`config.mk`:
```
export PLATFORM = sky130hd
export DESIGN_NAME = rf_burst_sched
export DESIGN_NICKNAME = d
export VERILOG_FILES = /design/src/rtl/rf_burst_sched.sv
export SDC_FILE = /design/constraint.sdc
export NUM_CORES = 1
export LEC_CHECK = 0
export BUFFER_PORTS_ARGS = -buffer_cell sky130_fd_sc_hd__buf_2
export CORE_MARGIN = 2
export CORE_UTILIZATION = 30
export CTS_CLUSTER_SIZE = 30
export DETAILED_ROUTE_END_ITERATION = 12
export SYNTH_ARGS = -nofsm -noshare
export SYNTH_HDL_FRONTEND = slang
export SYNTH_SLANG_ARGS = --single-unit
```
`constraint.sdc`:
```
create_clock -name clk -period 5.17 [get_ports clk]
set_input_delay 0.2585 -clock clk [delete_from_list [all_inputs] [get_ports clk]]
set_output_delay 0.2585 -clock clk [all_outputs]
set_load 0.01 [all_outputs]
```
`src/rtl/rf_burst_sched.sv`:
```
module rf_burst_sched #(
  parameter int CNT_W    = 4,
  parameter int BASE_W   = 8,
  parameter int SEED_W   = 7,
  parameter int BASE_MIN = 5
)(
  input  logic              clk,
  input  logic              rst_n,
  input  logic              ld_cfg,
  input  logic [CNT_W-1:0]  cfg_frames_m1,
  input  logic [BASE_W-1:0] cfg_base,
  input  logic [SEED_W-1:0] cfg_seed,
  input  logic              cfg_tail_gap,
  input  logic              irq_en,
  input  logic              start,
  input  logic              tick_ms,
  input  logic              frame_done,
  input  logic              flag_clr,
  output logic              frame_req,
  output logic              busy,
  output logic              done_flag,
  output logic              irq
);
  localparam int GAP_W = ((BASE_W > SEED_W) ? BASE_W : SEED_W) + 1;

  typedef enum logic [1:0] {S_IDLE, S_REQ, S_WAIT, S_GAP} st_t;
  st_t st;

  logic [CNT_W-1:0]  r_fm1, left;
  logic [BASE_W-1:0] r_base, base_eff;
  logic [SEED_W-1:0] r_seed, lfsr, lfsr_nx;
  logic              r_tail, in_tail;
  logic [GAP_W-1:0]  gcnt, gap_len;
  logic              last, open_gap, finish;

  assign base_eff = (r_base != '0 && r_base < BASE_W'(BASE_MIN)) ? BASE_W'(BASE_MIN) : r_base;
  assign gap_len  = GAP_W'(base_eff) + ((r_seed == '0) ? '0 : GAP_W'(lfsr));
  assign lfsr_nx  = {lfsr[SEED_W-2:0], lfsr[SEED_W-1] ^ lfsr[SEED_W-2]};
  assign last     = (left == '0);
  assign open_gap = (st == S_WAIT) && frame_done && (!last || r_tail);
  assign finish   = ((st == S_WAIT) && frame_done && last && !r_tail) ||
                    ((st == S_GAP) && gcnt == '0 && in_tail);

  assign frame_req = (st == S_REQ);
  assign busy      = (st != S_IDLE);
  assign irq       = done_flag & irq_en;

  always_ff @(posedge clk or negedge rst_n) begin
    if (!rst_n) begin
      r_fm1  <= '0;
      r_base <= '0;
      r_seed <= '0;
      r_tail <= 1'b0;
    end else if (ld_cfg && st == S_IDLE) begin
      r_fm1  <= cfg_frames_m1;
      r_base <= cfg_base;
      r_seed <= cfg_seed;
      r_tail <= cfg_tail_gap;
    end
  end

  always_ff @(posedge clk or negedge rst_n) begin
    if (!rst_n) begin
      st      <= S_IDLE;
      left    <= '0;
      lfsr    <= '0;
      in_tail <= 1'b0;
      gcnt    <= '0;
    end else begin
      case (st)
        S_IDLE: if (start) begin
          st      <= S_REQ;
          left    <= r_fm1;
          lfsr    <= r_seed;
          in_tail <= 1'b0;
        end
        S_REQ: st <= S_WAIT;
        S_WAIT: if (open_gap) begin
          st   <= S_GAP;
          gcnt <= gap_len;
          lfsr <= lfsr_nx;
          if (last) in_tail <= 1'b1;
          else      left    <= left - 1'b1;
        end else if (frame_done) begin
          st <= S_IDLE;
        end
        S_GAP: if (gcnt == '0) st <= in_tail ? S_IDLE : S_REQ;
               else if (tick_ms) gcnt <= gcnt - 1'b1;
        default: st <= S_IDLE;
      endcase
    end
  end

  always_ff @(posedge clk or negedge rst_n) begin
    if (!rst_n) done_flag <= 1'b0;
    else        done_flag <= finish | (done_flag & ~flag_clr);
  end
endmodule


```
==> report_table.html, run 1 <==
<table>
<tr><th>Metric</th><th>Value</th></tr>
<tr><th colspan="2">Placed design</th></tr>
<tr><td>Half-perimeter wire length of the detailed placement result</td><td>a little over 4 mm</td></tr>
<tr><td>Instance area after placement</td><td>roughly 2800 µm²</td></tr>
<tr><td>RD Place Congestion</td><td>around 0.86</td></tr>
<tr><td>Port bufs</td><td>31</td></tr>
<tr><th colspan="2">GRT</th></tr>
<tr><td>GR Util met2</td><td>0.191</td></tr>
<tr><td>GRT busiest layer</td><td>met2</td></tr>
<tr><td>First-pass GRT wire length</td><td>9.18 mm</td></tr>
<tr><td>Final global-route overflow total</td><td>0</td></tr>
<tr><td>Number of antenna violations at the first check in global routing</td><td>0</td></tr>
<tr><td>GR met1 Demand/Resource</td><td>0.157</td></tr>
<tr><td>Largest net degree at the start of global routing</td><td>45</td></tr>
<tr><td>Number of global-route vias before repair</td><td>slightly below 2000</td></tr>
<tr><td>Global Route met3 Usage</td><td>0.0230</td></tr>
<tr><td>GR Util All Layers</td><td>0.117</td></tr>
<tr><th colspan="2">Final layout</th></tr>
<tr><td>Finished layout cell area</td><td>slightly below 3000 µm²</td></tr>
<tr><td>Fraction of final layout cells sized beyond drive strength 1</td><td>0.253</td></tr>
<tr><td>Number of antenna repair diodes</td><td>0</td></tr>
<tr><td>Net total in the final layout</td><td>330</td></tr>
<tr><td>Area Growth Syn to Fin</td><td>11.3%</td></tr>
<tr><td>Number of fill cells</td><td>925</td></tr>
<tr><td>Util after Layout</td><td>0.338</td></tr>
<tr><th colspan="2">Timing</th></tr>
<tr><td>Setup violators final</td><td>0</td></tr>
<tr><td>Clock Skew</td><td>between 0.01 and 0.015 ns</td></tr>
<tr><td>Period Utilization, post-route</td><td>0.554</td></tr>
<tr><td>Period minus WS final</td><td>~2.9 ns</td></tr>
<tr><td>Normalized max-slew margin</td><td>0.337</td></tr>
<tr><td>RSZ-0062 raised after global routing</td><td>false</td></tr>
<tr><td>Number of hold violations in the final report</td><td>0</td></tr>
<tr><td>Max-slew violation total from the final report</td><td>0</td></tr>
<tr><td>Worst Max-Slew Pin Slew</td><td>0.994 ns</td></tr>
<tr><td>Total negative slack</td><td>0 ns</td></tr>
<tr><td>Peak clock frequency supported by timing</td><td>between 300 and 400 MHz</td></tr>
<tr><th colspan="2">Synthesis</th></tr>
<tr><td>Library cell with the largest summed area after synthesis</td><td>dfrtp_1</td></tr>
<tr><td>Post-synthesis sequential area ratio</td><td>0.422</td></tr>
<tr><td>Cells after synthesis</td><td>268</td></tr>
<tr><td>Post-synth EDFFs</td><td>0</td></tr>
<tr><td>Netlist area before placement</td><td>2610 µm²</td></tr>
<tr><td>Top cell types by occurrence after synthesis</td><td>dfrtp_1 (44), nand2_1 (29), mux2_2 (20), nor2_1 (17), o21ai_0 (14)</td></tr>
<tr><td>Net count after synthesis</td><td>306</td></tr>
<tr><td>Most used standard cell by instance count after synthesis</td><td>dfrtp_1</td></tr>
<tr><td>Share of async-settable or async-resettable flops after synthesis</td><td>1.00</td></tr>
<tr><td>Top flip-flop cell by instance count after synthesis</td><td>dfrtp_1</td></tr>
<tr><td>Flops &amp; latches, synth</td><td>between 40 and 50</td></tr>
<tr><td>Distinct cells, synth</td><td>54</td></tr>
<tr><td>Area fraction of the dominant cell type after synthesis</td><td>0.422</td></tr>
<tr><td>Warnings from Yosys</td><td>0</td></tr>
<tr><td>Mean instance size in the synthesized netlist</td><td>between 9 and 10 µm²</td></tr>
<tr><td>Biggest area contributors in the synthesized netlist</td><td>dfrtp_1 (42%), mux2_2 (8.6%), ha_1 (4.3%)</td></tr>
<tr><th colspan="2">CTS</th></tr>
<tr><td>Clk slew on worst S/H paths</td><td>0.10 ns</td></tr>
<tr><td>Sinks on the clock net</td><td>44</td></tr>
<tr><td>Worst skew pair latency</td><td>0.30 ns</td></tr>
<tr><td>H-tree lvl count</td><td>2</td></tr>
<tr><td>Cells resized by post-CTS repair</td><td>0</td></tr>
<tr><td>Hold Buf Count CTS</td><td>0</td></tr>
<tr><td>Post-CTS Setup Inserts</td><td>0</td></tr>
<tr><td>Clk buf depth</td><td>2</td></tr>
<tr><td>TritonCTS buffer count</td><td>5</td></tr>
<tr><td>Cell at the root of the clock tree</td><td>clkbuf_8</td></tr>
<tr><td>CTS tree</td><td>built</td></tr>
<tr><th colspan="2">Floorplan</th></tr>
<tr><td>Die area</td><td>about 9500 µm²</td></tr>
<tr><td>Die Span X</td><td>97.2 µm</td></tr>
<tr><td>Standard-cell row count</td><td>34</td></tr>
<tr><td>Number of I/O pins</td><td>32</td></tr>
<tr><td>Die Ht</td><td>between 90 and 100 µm</td></tr>
<tr><td>Effective utilization at floorplan</td><td>0.303</td></tr>
<tr><td>Floorplan Core Area</td><td>about 8600 µm²</td></tr>
<tr><th colspan="2">Detailed routing</th></tr>
<tr><td>Remaining design rule violation count</td><td>0</td></tr>
<tr><td>Routed len/inst</td><td>13.4 µm</td></tr>
<tr><td>Final wirelength</td><td>5.37 mm</td></tr>
<tr><td>Via density per instance</td><td>about 5</td></tr>
<tr><td>Remaining antenna violation count</td><td>0</td></tr>
<tr><td>Via count</td><td>between 2000 and 2500</td></tr>
<tr><td>Initial DRC Count</td><td>between 90 and 100</td></tr>
<tr><td>Detailed-router iteration count before antenna repair</td><td>4</td></tr>
<tr><th colspan="2">Setup path</th></tr>
<tr><td>Worst R2R Path Depth</td><td>11</td></tr>
<tr><td>Critical-path maximum fanout</td><td>3</td></tr>
<tr><td>Kind of end point of the critical path</td><td>flip-flop</td></tr>
<tr><td>Critical setup path kind</td><td>flip-flop to flip-flop</td></tr>
<tr><td>Required time of the worst setup path</td><td>5.36 ns</td></tr>
<tr><td>Critical path arrival</td><td>about 3.1 ns</td></tr>
<tr><td>Critical path launch point type</td><td>flip-flop</td></tr>
<tr><th colspan="2">Power</th></tr>
<tr><td>Leakage dissipation</td><td>about 1.3 nW</td></tr>
<tr><td>Worst VDD drop</td><td>approximately 0.19 mV</td></tr>
<tr><td>Power per cell area</td><td>slightly above 600 nW/µm²</td></tr>
<tr><th colspan="2">Run status</th></tr>
<tr><td>Outcome</td><td>finished, final reports clean</td></tr>
<tr><th colspan="2">Run</th></tr>
<tr><td>MaxCap Viol Count</td><td>0</td></tr>
<tr><th colspan="2">Worst hold path</th></tr>
<tr><td>Path type of the worst min-delay path</td><td>primary input to async pin</td></tr>
</table>
flip-flops by register name, indices dropped and copies added (netlist names):
name and flops:
gcnt 9, r_fm1 4, done_flag 1, in_tail 1
r_tail 1, st 2, lfsr 7, left 4
r_base 8, r_seed 7
power by group:
group,switching [mW],total (mW),internal [mW]
clock,0.128,0.226,0.0986
combinational,0.480,0.921,0.442
sequential,0.140,0.651,0.511
placed cells by master (no fill, tap or decap), drive strengths merged, types with 9 or more instances in the layout:
cell    n
nand3  10
a21oi  15
buf    31
nor2   17
o21ai  16
nand2  29
mux2   20
inv    13
dfrtp  44
and2   10
ha      9
cells by family after synthesis:
| kind of cell | synth area share |
|---|---|
| simple gates | 0.208 |
| compound gates | 0.163 |
| flops | 0.422 |
| buf+inv | 0.0499 |
| mux | 0.0864 |
| fa+ha+maj | 0.0509 |
| xor+xnor | 0.0202 |
through the flow:
step                      instances  setup slack (ns)  hold WS, ns  power, mW
after floorplan                 268              2.49      -0.0371       1.41
after detailed placement        393              2.30        0.473       1.58
after global routing            401              2.07        0.165       1.97
after global placement          393              2.37        0.488       1.56
final                           401              2.31        0.120       1.80
after CTS                       401              2.28        0.165       1.82
metal layers:
metal	vias to the layer above	part of all wire
li1	1000	-
met1	959	0.49
met2	40	0.47
met3	5	0.030
met4	0	0.011
met5	-	0
critical path: stages, from the launching register on:
cell     delay, ns
dfrtp_1       0.40
or4_1         0.51
nor3_1        0.24
or2_2         0.15
ha_1          0.15
inv_1         0.06
fa_1          0.41
nor2b_1       0.17
o31ai_1       0.12
a21oi_1       0.17
xor2_1        0.09
a211o_1       0.28
worst paths after layout:
| check | startpoint | end | slack [ns] |
|---|---|---|---|
| worst min register to register | gcnt[8] | gcnt[8] | 0.50 |
| worst max-delay path | r_base[3] | gcnt[6] | 2.31 |
| worst min-delay path | rst_n | r_fm1[3] | 0.12 |
| max in group asynchronous | rst_n | r_base[3] | 4.44 |
| worst max register to register | r_base[3] | gcnt[6] | 2.31 |
| min in group clk | cfg_seed[6] | r_seed[6] | 0.18 |
final cells by class:
| class | instances | area, µm² | area share |
|---|---|---|---|
| clock buffer | 5 | 68.8 | 0.0237 |
| clock inverter | 3 | 25.0 | 0.00862 |
| inverter | 11 | 41.3 | 0.0142 |
| multi-input combinational | 199 | 1380 | 0.474 |
| sequential | 44 | 1100 | 0.379 |
| tap | 108 | 135 | 0.0466 |
| timing repair buffer | 31 | 155 | 0.0534 |
Note: power is estimated with default switching activity, not from simulation.
==> inputs of run 2 (changes only) <==
- clock period: 5.17 -> 2.85 ns (I/O delays scaled with it)
==> run 2 against run 1 <==
  * The flow now finishes with violations (hold timing)
  * Global-route usage is 0.62 points higher
  * Clock-buffer cell count up 1
  * Cell area grew 2.9%
  * Setup slack got worse by 2.2 ns
  * Largest power group unchanged
==> report_table.html, run 2 (synthesis gave the netlist of run 1 again) <==
<table>
<tr><th>Metric</th><th>Value</th></tr>
<tr><th colspan="2">Power</th></tr>
<tr><td>Leakage dissipation</td><td>1.29 nW (was 1.26 nW)</td></tr>
<tr><td>Psw</td><td>1.43 mW (was 0.747 mW)</td></tr>
<tr><td>Part of the power in registers</td><td>0.347 (was 0.362)</td></tr>
<tr><td>Clock network fraction of total power</td><td>0.116 (was 0.126)</td></tr>
<tr><td>Worst VDD drop</td><td>0.378 mV (was 0.191 mV)</td></tr>
<tr><td>Switching part of the total power</td><td>0.419 (was 0.416)</td></tr>
<tr><td>Total internal power</td><td>1.98 mW (was 1.05 mW)</td></tr>
<tr><td>Comb power frac</td><td>0.537 (was 0.512)</td></tr>
<tr><td>Total power</td><td>3.41 mW (was 1.80 mW)</td></tr>
<tr><td>Power per cell area</td><td>1140 nW/µm² (was 620 nW/µm²)</td></tr>
<tr><th colspan="2">Setup path</th></tr>
<tr><td>Reg2Reg Launch Point</td><td>r_base[3] (unchanged)</td></tr>
<tr><td>Critical path arrival</td><td>2.95 ns (was 3.05 ns)</td></tr>
<tr><td>Beginning of the critical path</td><td>r_base[3] (unchanged)</td></tr>
<tr><td>Cell with the largest stage delay on the worst path</td><td>or4_4 (was or4_1)</td></tr>
<tr><td>Critical-path maximum fanout</td><td>3 (unchanged)</td></tr>
<tr><td>Family with the most delay on the worst path</td><td>compound AO/OA/AOI/OAI gates (was simple AND/OR/NAND/NOR gates)</td></tr>
<tr><td>Kind of end point of the critical path</td><td>flip-flop (unchanged)</td></tr>
<tr><td>Reg2reg setup slack</td><td>0.09 ns (was 2.31 ns)</td></tr>
<tr><td>Cell-by-cell listing of the critical path</td><td>or4_4 -&gt; nor3_4 -&gt; nand2b_4 -&gt; inv_1 -&gt; ha_1 -&gt; a211o_1 -&gt; o211a_1 -&gt; o31ai_1 -&gt; xnor2_1 -&gt; o221a_2 (was or4_1 -&gt; nor3_1 -&gt; or2_2 -&gt; ha_1 -&gt; inv_1 -&gt; fa_1 -&gt; nor2b_1 -&gt; o31ai_1 -&gt; a21oi_1 -&gt; xor2_1 -&gt; a211o_1)</td></tr>
<tr><td>Critical setup path kind</td><td>flip-flop to flip-flop (unchanged)</td></tr>
<tr><td>Required time of the worst setup path</td><td>3.04 ns (was 5.36 ns)</td></tr>
<tr><td>Slowest Stage Delay on Critical Path</td><td>0.55 ns (was 0.51 ns)</td></tr>
<tr><td>End point of the critical path</td><td>gcnt[5] (was gcnt[6])</td></tr>
<tr><td>Critical path launch point type</td><td>flip-flop (unchanged)</td></tr>
<tr><td>Worst R2R Path Depth</td><td>10 (was 11)</td></tr>
<tr><td>RR Endpoint</td><td>gcnt[5] (was gcnt[6])</td></tr>
<tr><td>Levels on crit path</td><td>10 (was 11)</td></tr>
<tr><td>Number of buffers and inverters on the critical path</td><td>1 (unchanged)</td></tr>
<tr><th colspan="2">Final layout</th></tr>
<tr><td>Number of fill cells</td><td>907 (was 925)</td></tr>
<tr><td>Max FFs per register</td><td>9 (unchanged)</td></tr>
<tr><td>Leading cell types in the layout, fill and taps excluded</td><td>dfrtp_1 (44), buf_2 (31), nand2_1 (28), mux2_2 (20), nor2_1 (17) (was dfrtp_1 (44), buf_2 (31), nand2_1 (29), mux2_2 (20), nor2_1 (17))</td></tr>
<tr><td>Net total in the final layout</td><td>336 (was 330)</td></tr>
<tr><td>Fraction of final layout cells sized beyond drive strength 1</td><td>0.288 (was 0.253)</td></tr>
<tr><td>Area of the multi-input gates</td><td>1420 µm² (was 1380 µm²)</td></tr>
<tr><td>Leading cell type in the layout, fill and taps excluded</td><td>dfrtp_1 (unchanged)</td></tr>
<tr><td>Util after Layout</td><td>0.348 (was 0.338)</td></tr>
<tr><td>Number of antenna repair diodes</td><td>0 (unchanged)</td></tr>
<tr><td>Biggest regs</td><td>gcnt x9, r_base x8 (unchanged)</td></tr>
<tr><td>Area Growth Syn to Fin</td><td>14.5% (was 11.3%)</td></tr>
<tr><td>Area taken by flip-flops and latches</td><td>1100 µm² (unchanged)</td></tr>
<tr><td>Register name with the most flops</td><td>gcnt (unchanged)</td></tr>
<tr><th colspan="2">Detailed routing</th></tr>
<tr><td>Final wirelength</td><td>5.61 mm (was 5.37 mm)</td></tr>
<tr><td>Detailed-router iteration count before antenna repair</td><td>4 (unchanged)</td></tr>
<tr><td>Routed len/inst</td><td>13.8 µm (was 13.4 µm)</td></tr>
<tr><td>Via density per instance</td><td>4.95 (was 5.00)</td></tr>
<tr><td>Remaining antenna violation count</td><td>0 (unchanged)</td></tr>
<tr><td>Initial DRC Count</td><td>112 (was 91)</td></tr>
<tr><td>Remaining design rule violation count</td><td>0 (unchanged)</td></tr>
<tr><td>Via count</td><td>2014 (was 2004)</td></tr>
<tr><th colspan="2">CTS</th></tr>
<tr><td>Hold Buf Count CTS</td><td>0 (unchanged)</td></tr>
<tr><td>Clk buf depth</td><td>2 (unchanged)</td></tr>
<tr><td>CTS tree</td><td>built (unchanged)</td></tr>
<tr><td>Cell at the root of the clock tree</td><td>clkbuf_8 (unchanged)</td></tr>
<tr><td>Clk slew on worst S/H paths</td><td>0.09 ns (was 0.10 ns)</td></tr>
<tr><td>H-tree lvl count</td><td>2 (unchanged)</td></tr>
<tr><td>TritonCTS buffer count</td><td>5 (unchanged)</td></tr>
<tr><td>Worst skew pair latency</td><td>0.30 ns (about the same)</td></tr>
<tr><td>Sinks on the clock net</td><td>44 (unchanged)</td></tr>
<tr><th colspan="2">Floorplan</th></tr>
<tr><td>Die Span X</td><td>97.2 µm (unchanged)</td></tr>
<tr><td>Standard-cell row count</td><td>34 (unchanged)</td></tr>
<tr><td>Number of I/O pins</td><td>32 (unchanged)</td></tr>
<tr><td>Floorplan Core Area</td><td>8590 µm² (unchanged)</td></tr>
<tr><td>Die Ht</td><td>97.2 µm (unchanged)</td></tr>
<tr><td>Effective utilization at floorplan</td><td>0.303 (unchanged)</td></tr>
<tr><td>Die area</td><td>9450 µm² (unchanged)</td></tr>
<tr><th colspan="2">Run status</th></tr>
<tr><td>Outcome</td><td>finished, violations left (was finished, final reports clean)</td></tr>
<tr><td>Violated checks</td><td>hold timing</td></tr>
<tr><th colspan="2">Timing</th></tr>
<tr><td>Number of hold violations in the final report</td><td>3 (was 0)</td></tr>
<tr><td>Max-slew violation total from the final report</td><td>0 (unchanged)</td></tr>
<tr><td>Hold Worst Slack</td><td>-0.00138 ns (was 0.120 ns)</td></tr>
<tr><td>Clock Skew</td><td>0.00608 ns (was 0.0114 ns)</td></tr>
<tr><td>Peak clock frequency supported by timing</td><td>363 MHz (was 349 MHz)</td></tr>
<tr><td>Period minus WS final</td><td>2.76 ns (was 2.86 ns)</td></tr>
<tr><td>Setup violators final</td><td>0 (unchanged)</td></tr>
<tr><td>Normalized max-slew margin</td><td>0.340 (was 0.337)</td></tr>
<tr><td>Worst Max-Slew Pin Slew</td><td>0.989 ns (was 0.994 ns)</td></tr>
<tr><td>Worst setup slack after layout</td><td>0.0934 ns (was 2.31 ns)</td></tr>
<tr><td>Period Utilization, post-route</td><td>0.967 (was 0.554)</td></tr>
<tr><th colspan="2">Placed design</th></tr>
<tr><td>Half-perimeter wire length of the detailed placement result</td><td>4.08 mm (was 4.10 mm)</td></tr>
<tr><td>Placement Setup Slack</td><td>-0.00444 ns (was 2.30 ns)</td></tr>
<tr><td>Port bufs</td><td>31 (unchanged)</td></tr>
<tr><td>RD Place Congestion</td><td>0.834 (was 0.860)</td></tr>
<tr><th colspan="2">GRT</th></tr>
<tr><td>Number of global-route vias before repair</td><td>2015 (was 1939)</td></tr>
<tr><td>Final global-route overflow total</td><td>0 (unchanged)</td></tr>
<tr><td>GR Util All Layers</td><td>0.123 (was 0.117)</td></tr>
<tr><td>First-pass GRT wire length</td><td>9.60 mm (was 9.18 mm)</td></tr>
<tr><td>Largest net degree at the start of global routing</td><td>45 (unchanged)</td></tr>
<tr><td>Number of antenna violations at the first check in global routing</td><td>0 (unchanged)</td></tr>
<tr><th colspan="2">Run</th></tr>
<tr><td>MaxCap Viol Count</td><td>0 (unchanged)</td></tr>
<tr><th colspan="2">Worst hold path</th></tr>
<tr><td>Path type of the worst min-delay path</td><td>primary input to async pin (unchanged)</td></tr>
</table>
## run 2: repair_timing
item / in CTS / in global routing
endpoints found under the hold margin: 0 / 0
setup buffers: 0 / 2
setup endpoints to repair: 2 / 4
gates cloned: 0 / 0
pin swaps: 0 / 2
gates resized for setup: 1 / 8
## run 2: worst min path at each step
stage	start	end	slack, ns	cells past startpoint
finish	rst_n	left[2]	-0.001	1
global route	cfg_base[1]	r_base[1]	0.06	2
CTS	rst_n	r_fm1[3]	0.06	1
detailed placement	rst_n	done_flag	0.38	1
global placement	cfg_seed[1]	r_seed[1]	0.37	2
floorplan	rst_n	done_flag	-0.15	0
## run 2: cell type report
class	instances	share of cell area
multi-input combinational	199	0.475
tap	108	0.0452
timing repair buffer	37	0.0670
clock buffer	6	0.0243
sequential	44	0.369
inverter	11	0.0138
clock inverter	2	0.00545
## run 2: per-layer routing
metal	GRT usage	up-vias	share of wire
li1	-	1007	-
met1	0.163	974	0.49
met3	0.0216	4	0.023
met5	0	-	0
met4	0.0406	0	0.013
met2	0.204	29	0.48
## run 2: per-stage QoR
stage | instances | area [µm²] | setup TNS, ns
4_1_cts | 405 | 2930 | 0
5_1_grt | 407 | 2990 | -0.0264
3_3_place_gp | 397 | 2840 | 0
3_5_place_dp | 397 | 2840 | -0.00444
2_1_floorplan | 268 | 2610 | 0
6_report | 407 | 2990 | 0
## run 2: power groups by stage
| stage | clock network (mW) | registers, mW | logic [mW] |
|---|---|---|---|
| 3_5_place_dp | 0 | 1.19 | 1.71 |
| 5_1_grt | 0.449 | 1.23 | 2.07 |
| 2_1_floorplan | 0 | 1.10 | 1.45 |
| 3_3_place_gp | 0 | 1.17 | 1.67 |
| 6_report | 0.397 | 1.18 | 1.83 |
| 4_1_cts | 0.414 | 1.18 | 1.73 |
